--- src/rtl/ctr_pkg.sv ---
package ctr_pkg;
  typedef enum logic [1:0] {
    OP_HOLD  = 2'd0,
    OP_LOAD  = 2'd1,
    OP_COUNT = 2'd2
  } ctr_op_e;
endpackage

--- src/rtl/ctr_ctrl.sv ---
module ctr_ctrl
  import ctr_pkg::*;
(
  input  logic    load_n,
  input  logic    en_p,
  input  logic    en_t,
  output ctr_op_e op
);
  // Preset wins over counting; counting needs both enables.
  always_comb begin
    if (!load_n)          op = OP_LOAD;
    else if (en_p && en_t) op = OP_COUNT;
    else                  op = OP_HOLD;
  end
endmodule

--- src/rtl/ctr_state.sv ---
module ctr_state
  import ctr_pkg::*;
#(
  parameter int unsigned WIDTH     = 4,
  parameter bit          ASYNC_RST = 1'b1
) (
  input  logic             clk,
  input  logic             rst_n,
  input  ctr_op_e          op,
  input  logic [WIDTH-1:0] din,
  output logic [WIDTH-1:0] q
);
  localparam logic [WIDTH-1:0] ZERO = '0;
  localparam logic [WIDTH-1:0] ONE  = WIDTH'(1);

  logic [WIDTH-1:0] nxt;

  always_comb begin
    unique case (op)
      OP_LOAD:  nxt = din;
      OP_COUNT: nxt = q + ONE;
      default:  nxt = q;
    endcase
  end

  generate
    if (ASYNC_RST) begin : g_async
      always_ff @(posedge clk or negedge rst_n) begin
        if (!rst_n) q <= ZERO;
        else        q <= nxt;
      end
    end else begin : g_sync
      always_ff @(posedge clk) begin
        if (!rst_n) q <= ZERO;
        else        q <= nxt;
      end
    end
  endgenerate
endmodule

--- src/rtl/ctr_carry.sv ---
module ctr_carry #(
  parameter int unsigned WIDTH = 4
) (
  input  logic             en_t,
  input  logic [WIDTH-1:0] q,
  output logic             carry
);
  localparam logic [WIDTH-1:0] FULL = '1;

  assign carry = en_t && (q == FULL);
endmodule

--- src/rtl/presettable_counter.sv ---
module presettable_counter
  import ctr_pkg::*;
#(
  parameter int unsigned WIDTH     = 4,
  parameter bit          ASYNC_RST = 1'b1
) (
  input  logic             clk,
  input  logic             rst_n,
  input  logic             load_n,
  input  logic [WIDTH-1:0] din,
  input  logic             en_p,
  input  logic             en_t,
  output logic [WIDTH-1:0] count,
  output logic             carry
);
  ctr_op_e op;

  ctr_ctrl u_ctrl (
    .load_n (load_n),
    .en_p   (en_p),
    .en_t   (en_t),
    .op     (op)
  );

  ctr_state #(.WIDTH(WIDTH), .ASYNC_RST(ASYNC_RST)) u_state (
    .clk   (clk),
    .rst_n (rst_n),
    .op    (op),
    .din   (din),
    .q     (count)
  );

  ctr_carry #(.WIDTH(WIDTH)) u_carry (
    .en_t  (en_t),
    .q     (count),
    .carry (carry)
  );
endmodule

--- config.mk ---
export PLATFORM = sky130hd
export DESIGN_NAME = presettable_counter
export DESIGN_NICKNAME = d
export VERILOG_FILES = /design/src/rtl/ctr_pkg.sv /design/src/rtl/ctr_ctrl.sv /design/src/rtl/ctr_state.sv /design/src/rtl/ctr_carry.sv /design/src/rtl/presettable_counter.sv
export SDC_FILE = /design/constraint.sdc
export NUM_CORES = 1
export LEC_CHECK = 0
export BUFFER_PORTS_ARGS = -buffer_cell sky130_fd_sc_hd__buf_2
export CAP_MARGIN = 10
export CORE_AREA = 10 10 47 49
export DETAILED_ROUTE_END_ITERATION = 16
export DIE_AREA = 0 0 57 59
export SLEW_MARGIN = 30
export SYNTH_ARGS = -nofsm -noshare
export SYNTH_HDL_FRONTEND = slang
export SYNTH_SLANG_ARGS = --single-unit
--- constraint.sdc ---
create_clock -name clk -period 1.6 [get_ports clk]
set_clock_uncertainty 0.15 [all_clocks]
set_input_delay 0.24 -clock clk [delete_from_list [all_inputs] [get_ports clk]]
set_output_delay 0.24 -clock clk [all_outputs]
set_load 0.02 [all_outputs]
==> flow_metrics.env, run 1 <==
export IMPL_pwr_share_seq_pct=35.5
export IMPL_rows=14
export IMPL_p_comb_share_pct=29.4
export IMPL_wirelength_um=672
export IMPL_yosys_warnings=0
export IMPL_holdPathEnd="u_state.q[0]"
export IMPL_clkSinkCount=4
export IMPL_final_util_pct=25.9
export IMPL_htreeDepth=1
export IMPL_reg_largest_list="u_state.q (4)"
export IMPL_synth_edf_count=0
export IMPL_cts_reportedPaths_clkPinSlew_ps=40
export IMPL_synth_area_um2=218
export IMPL_post_route_drc_count=0
export IMPL_leakage_nw=0.173
export IMPL_syn_num_nets=33
export IMPL_critPathArrivalTime_ps=1170
export IMPL_synth_avg_cell_area_um2=9.47
export IMPL_cts_buffer_depth=2
export IMPL_setup_violations=0
export IMPL_postSynthCellCount=23
export IMPL_worstSetupPathType="flip-flop to output pin"
export IMPL_crit_chain="ha_2, and4_2, buf_6"
export IMPL_grt_max_degree=9
export IMPL_final_hold_violation_count=0
export IMPL_status="finished, final reports clean"
export IMPL_worstMarginPinSlew_ps=141
export IMPL_fp_coreArea_um2=1400
export IMPL_path_max_fanout=2
export IMPL_hold_path_cell_count=3
export IMPL_grt_util_met3_pct=3.00
export IMPL_required_ps=1210
export IMPL_tritoncts="yes"
export IMPL_yosys_area_top_type_share_pct=46.0
export IMPL_maxSlewViolCount=0
export IMPL_max_cap_violations=0
export IMPL_yosysTopAreaCell="dfrtp_1"
export IMPL_reg2reg_slack_ps=220
export IMPL_cp_slowest_stage_delay_ps=390
export IMPL_start_util_pct=15.5
export IMPL_power_frac_clock_pct=35.1
export IMPL_antenna_found_initial=0
export IMPL_fin_nets=54
export IMPL_path_delay_family="flip-flops"
export IMPL_cts_made_buffers=3
export IMPL_drive_above_1_share_pct=52.4
export IMPL_critPathSlowestCell="dfrtp_1"
export IMPL_num_vias=221
export IMPL_grt_usage_pct=4.39
export IMPL_r2r_end="u_state.q[3]"
export IMPL_finalCriticalPeriod_ps=1560
export IMPL_period_share_pct=97.2
export IMPL_root_buffer="clkbuf_4"
export IMPL_synth_seq_cells=4
export IMPL_swShare_pct=29.1
export IMPL_synth_area_top_cells="dfrtp_1 (46%), xor2_1 (8.0%), a21oi_1 (6.9%)"
export IMPL_drt_iter0_markers=1
export IMPL_critPathBufInv=1
export IMPL_final_antenna_net_count=0
export IMPL_grt_met2_usage_pct=5.58
export IMPL_io_pins=14
export IMPL_endpoint_kind="output pin"
export IMPL_start_kind="flip-flop"
export IMPL_synth_cell_type_count=13
export IMPL_worst_r2r_cell_count=5
export IMPL_grt_pass1_vias=257
export IMPL_top_register="u_state.q"
export IMPL_peakVddDrop_uv=290
export IMPL_pwr_density_cell_nw_per_um2=955
export IMPL_viasPerCell=3.81
export IMPL_synthTopCellsByCount="dfrtp_1 (4), nor2_1 (4), a21oi_1 (3), nand3_1 (2), xor2_1 (2)"
export IMPL_seq_area_frac_synth_pct=46.0
export IMPL_worstHoldStart="din[0]"
export IMPL_dieHeight_um=59
export IMPL_gr_total_overflow=0
export IMPL_tns_ps=0
export IMPL_portBuffers=13
export IMPL_grt_use_met1_pct=4.69
export IMPL_n_antenna_cell=0
export IMPL_synthFlopType="dfrtp_1"
export IMPL_internal_power_w=0.000246
export IMPL_areaGrowthSynthToFinish_pct=66.7
export IMPL_busiest_layer="met2"
export IMPL_largest_register_ffs=4
export IMPL_insertion_delay_ps=230
export IMPL_grt_first_pass_wirelength_um=1100
export IMPL_rsz0062_at_grt="false"
export IMPL_fillCellCount=164
export IMPL_min_path_type="input port to flip-flop"
export IMPL_drtPass1Iterations=3
export IMPL_p_switching_w=0.000101
export IMPL_dieArea_um2=3360
export IMPL_die_w_um=57
export IMPL_r2r_start="u_state.q[1]"
export IMPL_maxSlewHeadroom_pct=90.3
export IMPL_fmax_mhz=643
export IMPL_place_congestion=0.706
export IMPL_async_flop_share_pct=100
export IMPL_wl_per_cell_um=11.6
==> cell families after synthesis <==
| group | synth area share (%) |
|---|---|
| simple gates | 21.8 |
| compound gates | 12.1 |
| flops | 46.0 |
| xor+xnor | 8.05 |
| buf+inv | 1.72 |
| mux | 4.60 |
| fa+ha+maj | 5.75 |
==> metal layers <==
metal  wire length [um]  up-vias
li1                   -      121
met1                318       87
met2                266       11
met3                 81        2
met4                  5        0
met5                  0        -
==> worst max path at each step <==
stage / startpoint / endpoint / depth (start not counted)
detailed placement: u_state.q[0] / carry / 3
CTS: u_state.q[0] / carry / 3
floorplan: u_state.q[0] / carry / 2
finish: u_state.q[1] / carry / 3
global route: u_state.q[1] / carry / 3
global placement: u_state.q[0] / carry / 3
==> power by group through the flow <==
stage          Combinational (W)  Clock, W  Sequential [W]
2_1_floorplan          0.0000323         0        0.000141
3_3_place_gp           0.0000800         0        0.000126
3_5_place_dp           0.0000819         0        0.000127
4_1_cts                0.0000969  0.000130        0.000123
5_1_grt                 0.000114  0.000131        0.000125
6_report                0.000102  0.000122        0.000123
==> layout make-up <==
class | count | area (um2) | share of cell area, %
well taps | 16 | 20.0 | 5.52
multi-input cells | 18 | 116 | 32.1
repair buffers | 17 | 104 | 28.6
clock buffers | 3 | 22.5 | 6.21
flip-flops and latches | 4 | 100 | 27.6
==> tightest hold or removal path, cell delays in order <==
cell	delay [ps]
buf_2	80
nor2_1	30
a21oi_1	100
==> metrics by stage <==
stage	setup WS (ps)	hold slack (ps)	power [W]	instance area, um2	instances
floorplan	236	-206	0.000173	218	23
global placement	235	-102	0.000206	299	51
detailed placement	206	-102	0.000209	299	51
CTS	4.39	106	0.000350	347	57
global route	3.67	126	0.000370	363	58
finish	44.6	113	0.000347	363	58
==> timing repair <==
item / CTS / global route
endpoints found under the hold margin: 4 / 0
buffers inserted: 2 / 1
hold buffers: 1 / 0
gates resized for setup: 0 / 3
pin swaps: 0 / 1
setup endpoints to repair: 1 / 1
==> placed cells by master (no fill, tap or decap), drive strengths merged <==
master and count:
or3 1, nand2 1, a21oi 3, a31oi 1
ha 1, and4 1, clkbuf 3, dlygate4sd3 1
buf 16, dfrtp 4, mux2i 1, nor2 4
o21ai 1, xor2 2, nand3 2
(Power assumes the default switching activity.)
==> run 2, diff against run 1 <==
--- a/config.mk
+++ b/config.mk
@@ -5,7 +5,7 @@
 export SDC_FILE = /design/constraint.sdc
 export NUM_CORES = 1
 export LEC_CHECK = 0
-export BUFFER_PORTS_ARGS = -buffer_cell sky130_fd_sc_hd__buf_2
+export BUFFER_PORTS_ARGS = -buffer_cell sky130_fd_sc_hd__buf_4
 export CAP_MARGIN = 10
 export CORE_AREA = 10 10 47 49
 export DETAILED_ROUTE_END_ITERATION = 16
==> flow_metrics.env, run 2 (synthesis results as in run 1) <==
export IMPL_status="finished, final reports clean"
export IMPL_dieArea_um2=3360
export IMPL_portBuffers=13
export IMPL_drive_above_1_share_pct=53.5
export IMPL_post_place_cells=51
export IMPL_cts_buffer_depth=2
export IMPL_io_pins=14
export IMPL_start_util_pct=15.5
export IMPL_gr_total_overflow=0
export IMPL_grt_met2_usage_pct=6.20
export IMPL_cts_reportedPaths_clkPinSlew_ps=40
export IMPL_start_kind="flip-flop"
export IMPL_maxSlewViolCount=0
export IMPL_grt_use_met1_pct=4.57
export IMPL_critPathArrivalTime_ps=1170
export IMPL_path_delay_family="flip-flops"
export IMPL_viasPerCell=3.92
export IMPL_instances_no_fill=59
export IMPL_worstSetupPathType="flip-flop to output pin"
export IMPL_tns_ps=0
export IMPL_endpoint_kind="output pin"
export IMPL_grt_pass1_vias=272
export IMPL_fp_coreArea_um2=1400
export IMPL_drtPass1Iterations=1
export IMPL_peakVddDrop_uv=235
export IMPL_tritoncts="yes"
export IMPL_p_switching_w=0.0000990
export IMPL_largest_register_ffs=4
export IMPL_place_congestion=0.682
export IMPL_period_share_pct=97.3
export IMPL_root_buffer="clkbuf_4"
export IMPL_reg_largest_list="u_state.q (4)"
export IMPL_pwr_share_seq_pct=34.5
export IMPL_required_ps=1210
export IMPL_fin_nets=55
export IMPL_wirelength_um=663
export IMPL_final_hold_violation_count=0
export IMPL_critPathBufInv=1
export IMPL_crit_path_start="u_state.q[1]"
export IMPL_crit_chain="ha_2, and4_2, buf_4"
export IMPL_die_w_um=57
export IMPL_final_antenna_net_count=0
export IMPL_finalCriticalPeriod_ps=1560
export IMPL_critPathSlowestCell="dfrtp_1"
export IMPL_clkSinkCount=4
export IMPL_maxSlewHeadroom_pct=90.7
export IMPL_grt_first_pass_wirelength_um=1170
export IMPL_dieHeight_um=59
export IMPL_path_max_fanout=2
export IMPL_hold_ws_ps=99.3
export IMPL_insertion_delay_ps=230
export IMPL_reg2reg_slack_ps=240
export IMPL_antenna_found_initial=0
export IMPL_cp_slowest_stage_delay_ps=380
export IMPL_grt_util_met3_pct=3.43
export IMPL_worstMarginPinSlew_ps=135
export IMPL_setup_violations=0
export IMPL_p_comb_share_pct=32.2
export IMPL_r2r_end="u_state.q[3]"
export IMPL_areaGrowthSynthToFinish_pct=82.2
export IMPL_internal_power_w=0.000260
export IMPL_wl_per_cell_um=11.2
export IMPL_path_depth=3
export IMPL_htreeDepth=1
export IMPL_pwr_density_cell_nw_per_um2=906
export IMPL_power_frac_clock_pct=33.3
export IMPL_mostFrequentLayoutCells="buf_4 (17), nor2_1 (4), dfrtp_1 (4)"
export IMPL_r2r_start="u_state.q[1]"
export IMPL_swShare_pct=27.6
export IMPL_busiest_layer="met2"
export IMPL_worst_r2r_cell_count=5
export IMPL_max_cap_violations=0
export IMPL_min_path_type="input port to flip-flop"
export IMPL_leakage_nw=0.188
export IMPL_grt_usage_pct=4.60
export IMPL_drt_iter0_markers=0
export IMPL_fmax_mhz=642
export IMPL_layout_commonest_cell="buf_4"
export IMPL_post_route_drc_count=0
export IMPL_grt_max_degree=9
export IMPL_top_register="u_state.q"
export IMPL_num_vias=231
export IMPL_n_antenna_cell=0
export IMPL_crit_end="carry"
export IMPL_cts_made_buffers=3
export IMPL_rows=14
run 2: cell type report:
cell class                 instances  area, um2
multi-input combinational         18        116
clock buffer                       3       22.5
timing repair buffer              18        138
sequential                         4        100
tap                               16       20.0
fill                             159       1000
run 2: how the worst min path moves through the flow:
stage            from            to  slack [ps]  cells after the start
2_1_floorplan   rst_n  u_state.q[0]        -210                      0
4_1_cts        load_n  u_state.q[0]          90                      2
6_report       load_n  u_state.q[0]         100                      2
3_3_place_gp    rst_n  u_state.q[2]        -110                      1
3_5_place_dp    rst_n  u_state.q[2]        -110                      1
5_1_grt        load_n  u_state.q[0]         120                      2
run 2: worst register-to-register path: stages (launching register included):
cell and delay (ps):
dfrtp_1 350, buf_4 110, buf_4 100, nand3_1 80, or3_1 300, a31oi_1 180
run 2: power groups by stage:
| stage | clock network [W] | registers (W) | logic, W |
|---|---|---|---|
| 2_1_floorplan | 0 | 0.000141 | 0.0000323 |
| 3_3_place_gp | 0 | 0.000127 | 0.0000931 |
| 3_5_place_dp | 0 | 0.000128 | 0.0000936 |
| 4_1_cts | 0.000128 | 0.000124 | 0.000110 |
| 5_1_grt | 0.000129 | 0.000126 | 0.000130 |
| 6_report | 0.000120 | 0.000124 | 0.000116 |
run 2: stage by stage:
| stage | total power (W) | worst slack [ps] | instance area [um2] | utilization [%] |
|---|---|---|---|---|
| after floorplan | 0.000173 | 236 | 218 | - |
| after global placement | 0.000220 | 229 | 332 | 23.7 |
| after detailed placement | 0.000222 | 206 | 332 | 23.7 |
| after CTS | 0.000361 | 24.2 | 382 | 27.2 |
| after global routing | 0.000385 | -4.40 | 397 | 28.3 |
| final | 0.000359 | 42.4 | 397 | 28.3 |
run 2: what timing repair did:
item / 4_1_cts / 5_1_grt
cloned: 0 / 0
pin swaps: 0 / 1
hold endpoints to repair: 4 / 0
buffers inserted: 2 / 2
setup endpoints to repair: 1 / 1
resized for setup: 1 / 0
hold buffers: 1 / 0
run 2: routing by layer:
metal / up-vias / share of wire, %
met2: 11 / 41
met4: 0 / 0
met5: - / 0
met1: 98 / 42
li1: 122 / -
met3: 0 / 17
==> run 3, diff against run 2 <==
--- a/config.mk
+++ b/config.mk
@@ -7,9 +7,12 @@
 export LEC_CHECK = 0
 export BUFFER_PORTS_ARGS = -buffer_cell sky130_fd_sc_hd__buf_4
 export CAP_MARGIN = 10
+export CELL_PAD_IN_SITES_DETAIL_PLACEMENT = 1
+export CELL_PAD_IN_SITES_GLOBAL_PLACEMENT = 1
 export CORE_AREA = 10 10 47 49
 export DETAILED_ROUTE_END_ITERATION = 16
 export DIE_AREA = 0 0 57 59
+export PLACE_DENSITY = 0.55
 export SLEW_MARGIN = 30
 export SYNTH_ARGS = -nofsm -noshare
 export SYNTH_HDL_FRONTEND = slang
==> flow_metrics.env, run 3 (synthesis results as in run 1) <==
export IMPL_status="finished, final reports clean"
export IMPL_mostFrequentLayoutCells="buf_4 (17), nor2_1 (4), dfrtp_1 (4)"
export IMPL_power_frac_clock_pct=33.6
export IMPL_min_path_type="input port to flip-flop"
export IMPL_num_vias=252
export IMPL_fin_nets=56
export IMPL_cp_slowest_stage_delay_ps=380
export IMPL_top_register="u_state.q"
export IMPL_start_util_pct=15.5
export IMPL_worst_r2r_cell_count=5
export IMPL_hold_path_cell_count=2
export IMPL_drtPass1Iterations=2
export IMPL_portBuffers=13
export IMPL_cts_buffer_depth=2
export IMPL_post_route_drc_count=0
export IMPL_htreeDepth=1
export IMPL_finalCriticalPeriod_ps=1560
export IMPL_wirelength_um=745
export IMPL_setup_violations=0
export IMPL_p_comb_share_pct=33.2
export IMPL_viasPerCell=4.20
export IMPL_maxSlewHeadroom_pct=91.0
export IMPL_hold_ws_ps=87.2
export IMPL_leakage_nw=0.194
export IMPL_fp_coreArea_um2=1400
export IMPL_start_kind="flip-flop"
export IMPL_reg2reg_slack_ps=230
export IMPL_worstSetupPathType="flip-flop to output pin"
export IMPL_die_w_um=57
export IMPL_r2r_start="u_state.q[1]"
export IMPL_dieArea_um2=3360
export IMPL_pwr_density_cell_nw_per_um2=914
export IMPL_fmax_mhz=643
export IMPL_layout_commonest_cell="buf_4"
export IMPL_antenna_found_initial=0
export IMPL_fillCellCount=176
export IMPL_drt_iter0_markers=1
export IMPL_final_antenna_net_count=0
export IMPL_rsz0062_at_grt="false"
export IMPL_path_max_fanout=2
export IMPL_crit_chain="ha_2, and4_2, buf_6"
export IMPL_r2r_end="u_state.q[3]"
export IMPL_critPathArrivalTime_ps=1170
export IMPL_cts_made_buffers=3
export IMPL_gr_total_overflow=0
export IMPL_tns_ps=0
export IMPL_swShare_pct=28.8
export IMPL_p_switching_w=0.000107
export IMPL_holdPathEnd="u_state.q[1]"
export IMPL_io_pins=14
export IMPL_peakVddDrop_uv=409
export IMPL_cts_reportedPaths_clkPinSlew_ps=40
export IMPL_drive_above_1_share_pct=54.5
export IMPL_dp_hpwl_um=613
export IMPL_pwr_share_seq_pct=33.2
export IMPL_worstMarginPinSlew_ps=132
export IMPL_worstHoldStart="load_n"
export IMPL_insertion_delay_ps=240
export IMPL_tritoncts="yes"
export IMPL_reg_largest_list="u_state.q (4)"
export IMPL_final_hold_violation_count=0
export IMPL_required_ps=1210
export IMPL_final_util_pct=29.1
export IMPL_post_place_cells=51
export IMPL_place_congestion=0.641
export IMPL_rows=14
export IMPL_wl_per_cell_um=12.4
export IMPL_max_cap_violations=0
export IMPL_grt_max_degree=9
export IMPL_maxSlewViolCount=0
export IMPL_endpoint_kind="output pin"
export IMPL_critPathBufInv=1
export IMPL_clkSinkCount=4
export IMPL_largest_register_ffs=4
export IMPL_path_delay_family="flip-flops"
export IMPL_grt_pass1_vias=278
export IMPL_period_share_pct=97.2
export IMPL_dieHeight_um=59
export IMPL_root_buffer="clkbuf_4"
export IMPL_areaGrowthSynthToFinish_pct=87.4
export IMPL_n_antenna_cell=0
export IMPL_instances_no_fill=60
export IMPL_internal_power_w=0.000265
export IMPL_critPathSlowestCell="dfrtp_1"
export IMPL_grt_usage_pct=5.19
export IMPL_grt_first_pass_wirelength_um=1320
==> run 3: changes by cell type in the layout (fill, tap and decap cells not counted), sizes merged <==
cell,change
buf,+1
==> run 3: power groups by stage <==
stage	registers [W]	clock network, W	logic [W]
5_1_grt	0.000127	0.000136	0.000137
6_report	0.000124	0.000125	0.000124
3_5_place_dp	0.000129	0	0.0000939
3_3_place_gp	0.000128	0	0.0000939
2_1_floorplan	0.000141	0	0.0000323
4_1_cts	0.000124	0.000129	0.000110
==> run 3: final cells by class <==
| class | instances | area [um2] | area share, % |
|---|---|---|---|
| Sequential cell | 4 | 100 | 24.5 |
| Tap cell | 16 | 20.0 | 4.91 |
| Multi-Input combinational cell | 18 | 116 | 28.5 |
| Timing Repair Buffer | 19 | 149 | 36.5 |
| Clock buffer | 3 | 22.5 | 5.52 |
==> run 3: what timing repair did <==
action	CTS	global route
hold buffers	1	0
endpoints found under the hold margin	4	0
pin swaps	0	1
setup buffers	2	3
resized for setup	1	1
endpoints found under the setup margin	1	1
==> run 3: metrics by stage <==
step,power (W),setup slack [ps],cell area [um2]
after floorplan,0.000173,236,218
after global routing,0.000400,6.64,408
after detailed placement,0.000223,196,332
after global placement,0.000222,230,332
final,0.000373,44.5,408
after CTS,0.000363,23.4,382
==> run 3: how the worst max path moves through the flow <==
stage	cells past startpoint	slack (ps)	from	end
2_1_floorplan	2	240	u_state.q[0]	carry
3_3_place_gp	3	230	u_state.q[0]	carry
3_5_place_dp	3	200	u_state.q[0]	carry
4_1_cts	3	20	u_state.q[0]	carry
5_1_grt	3	7	u_state.q[1]	carry
6_report	3	40	u_state.q[1]	carry
==> run 3: layer usage <==
| layer | routed length [um] | share of wire (%) | vias to the layer above | GRT usage, % |
|---|---|---|---|---|
| li1 | - | - | 126 | - |
| met1 | 345 | 46 | 108 | 6.09 |
| met2 | 257 | 34 | 16 | 5.43 |
| met3 | 122 | 16 | 2 | 4.08 |
| met4 | 19 | 2.6 | 0 | 5.03 |
| met5 | 0 | 0 | - | 0 |
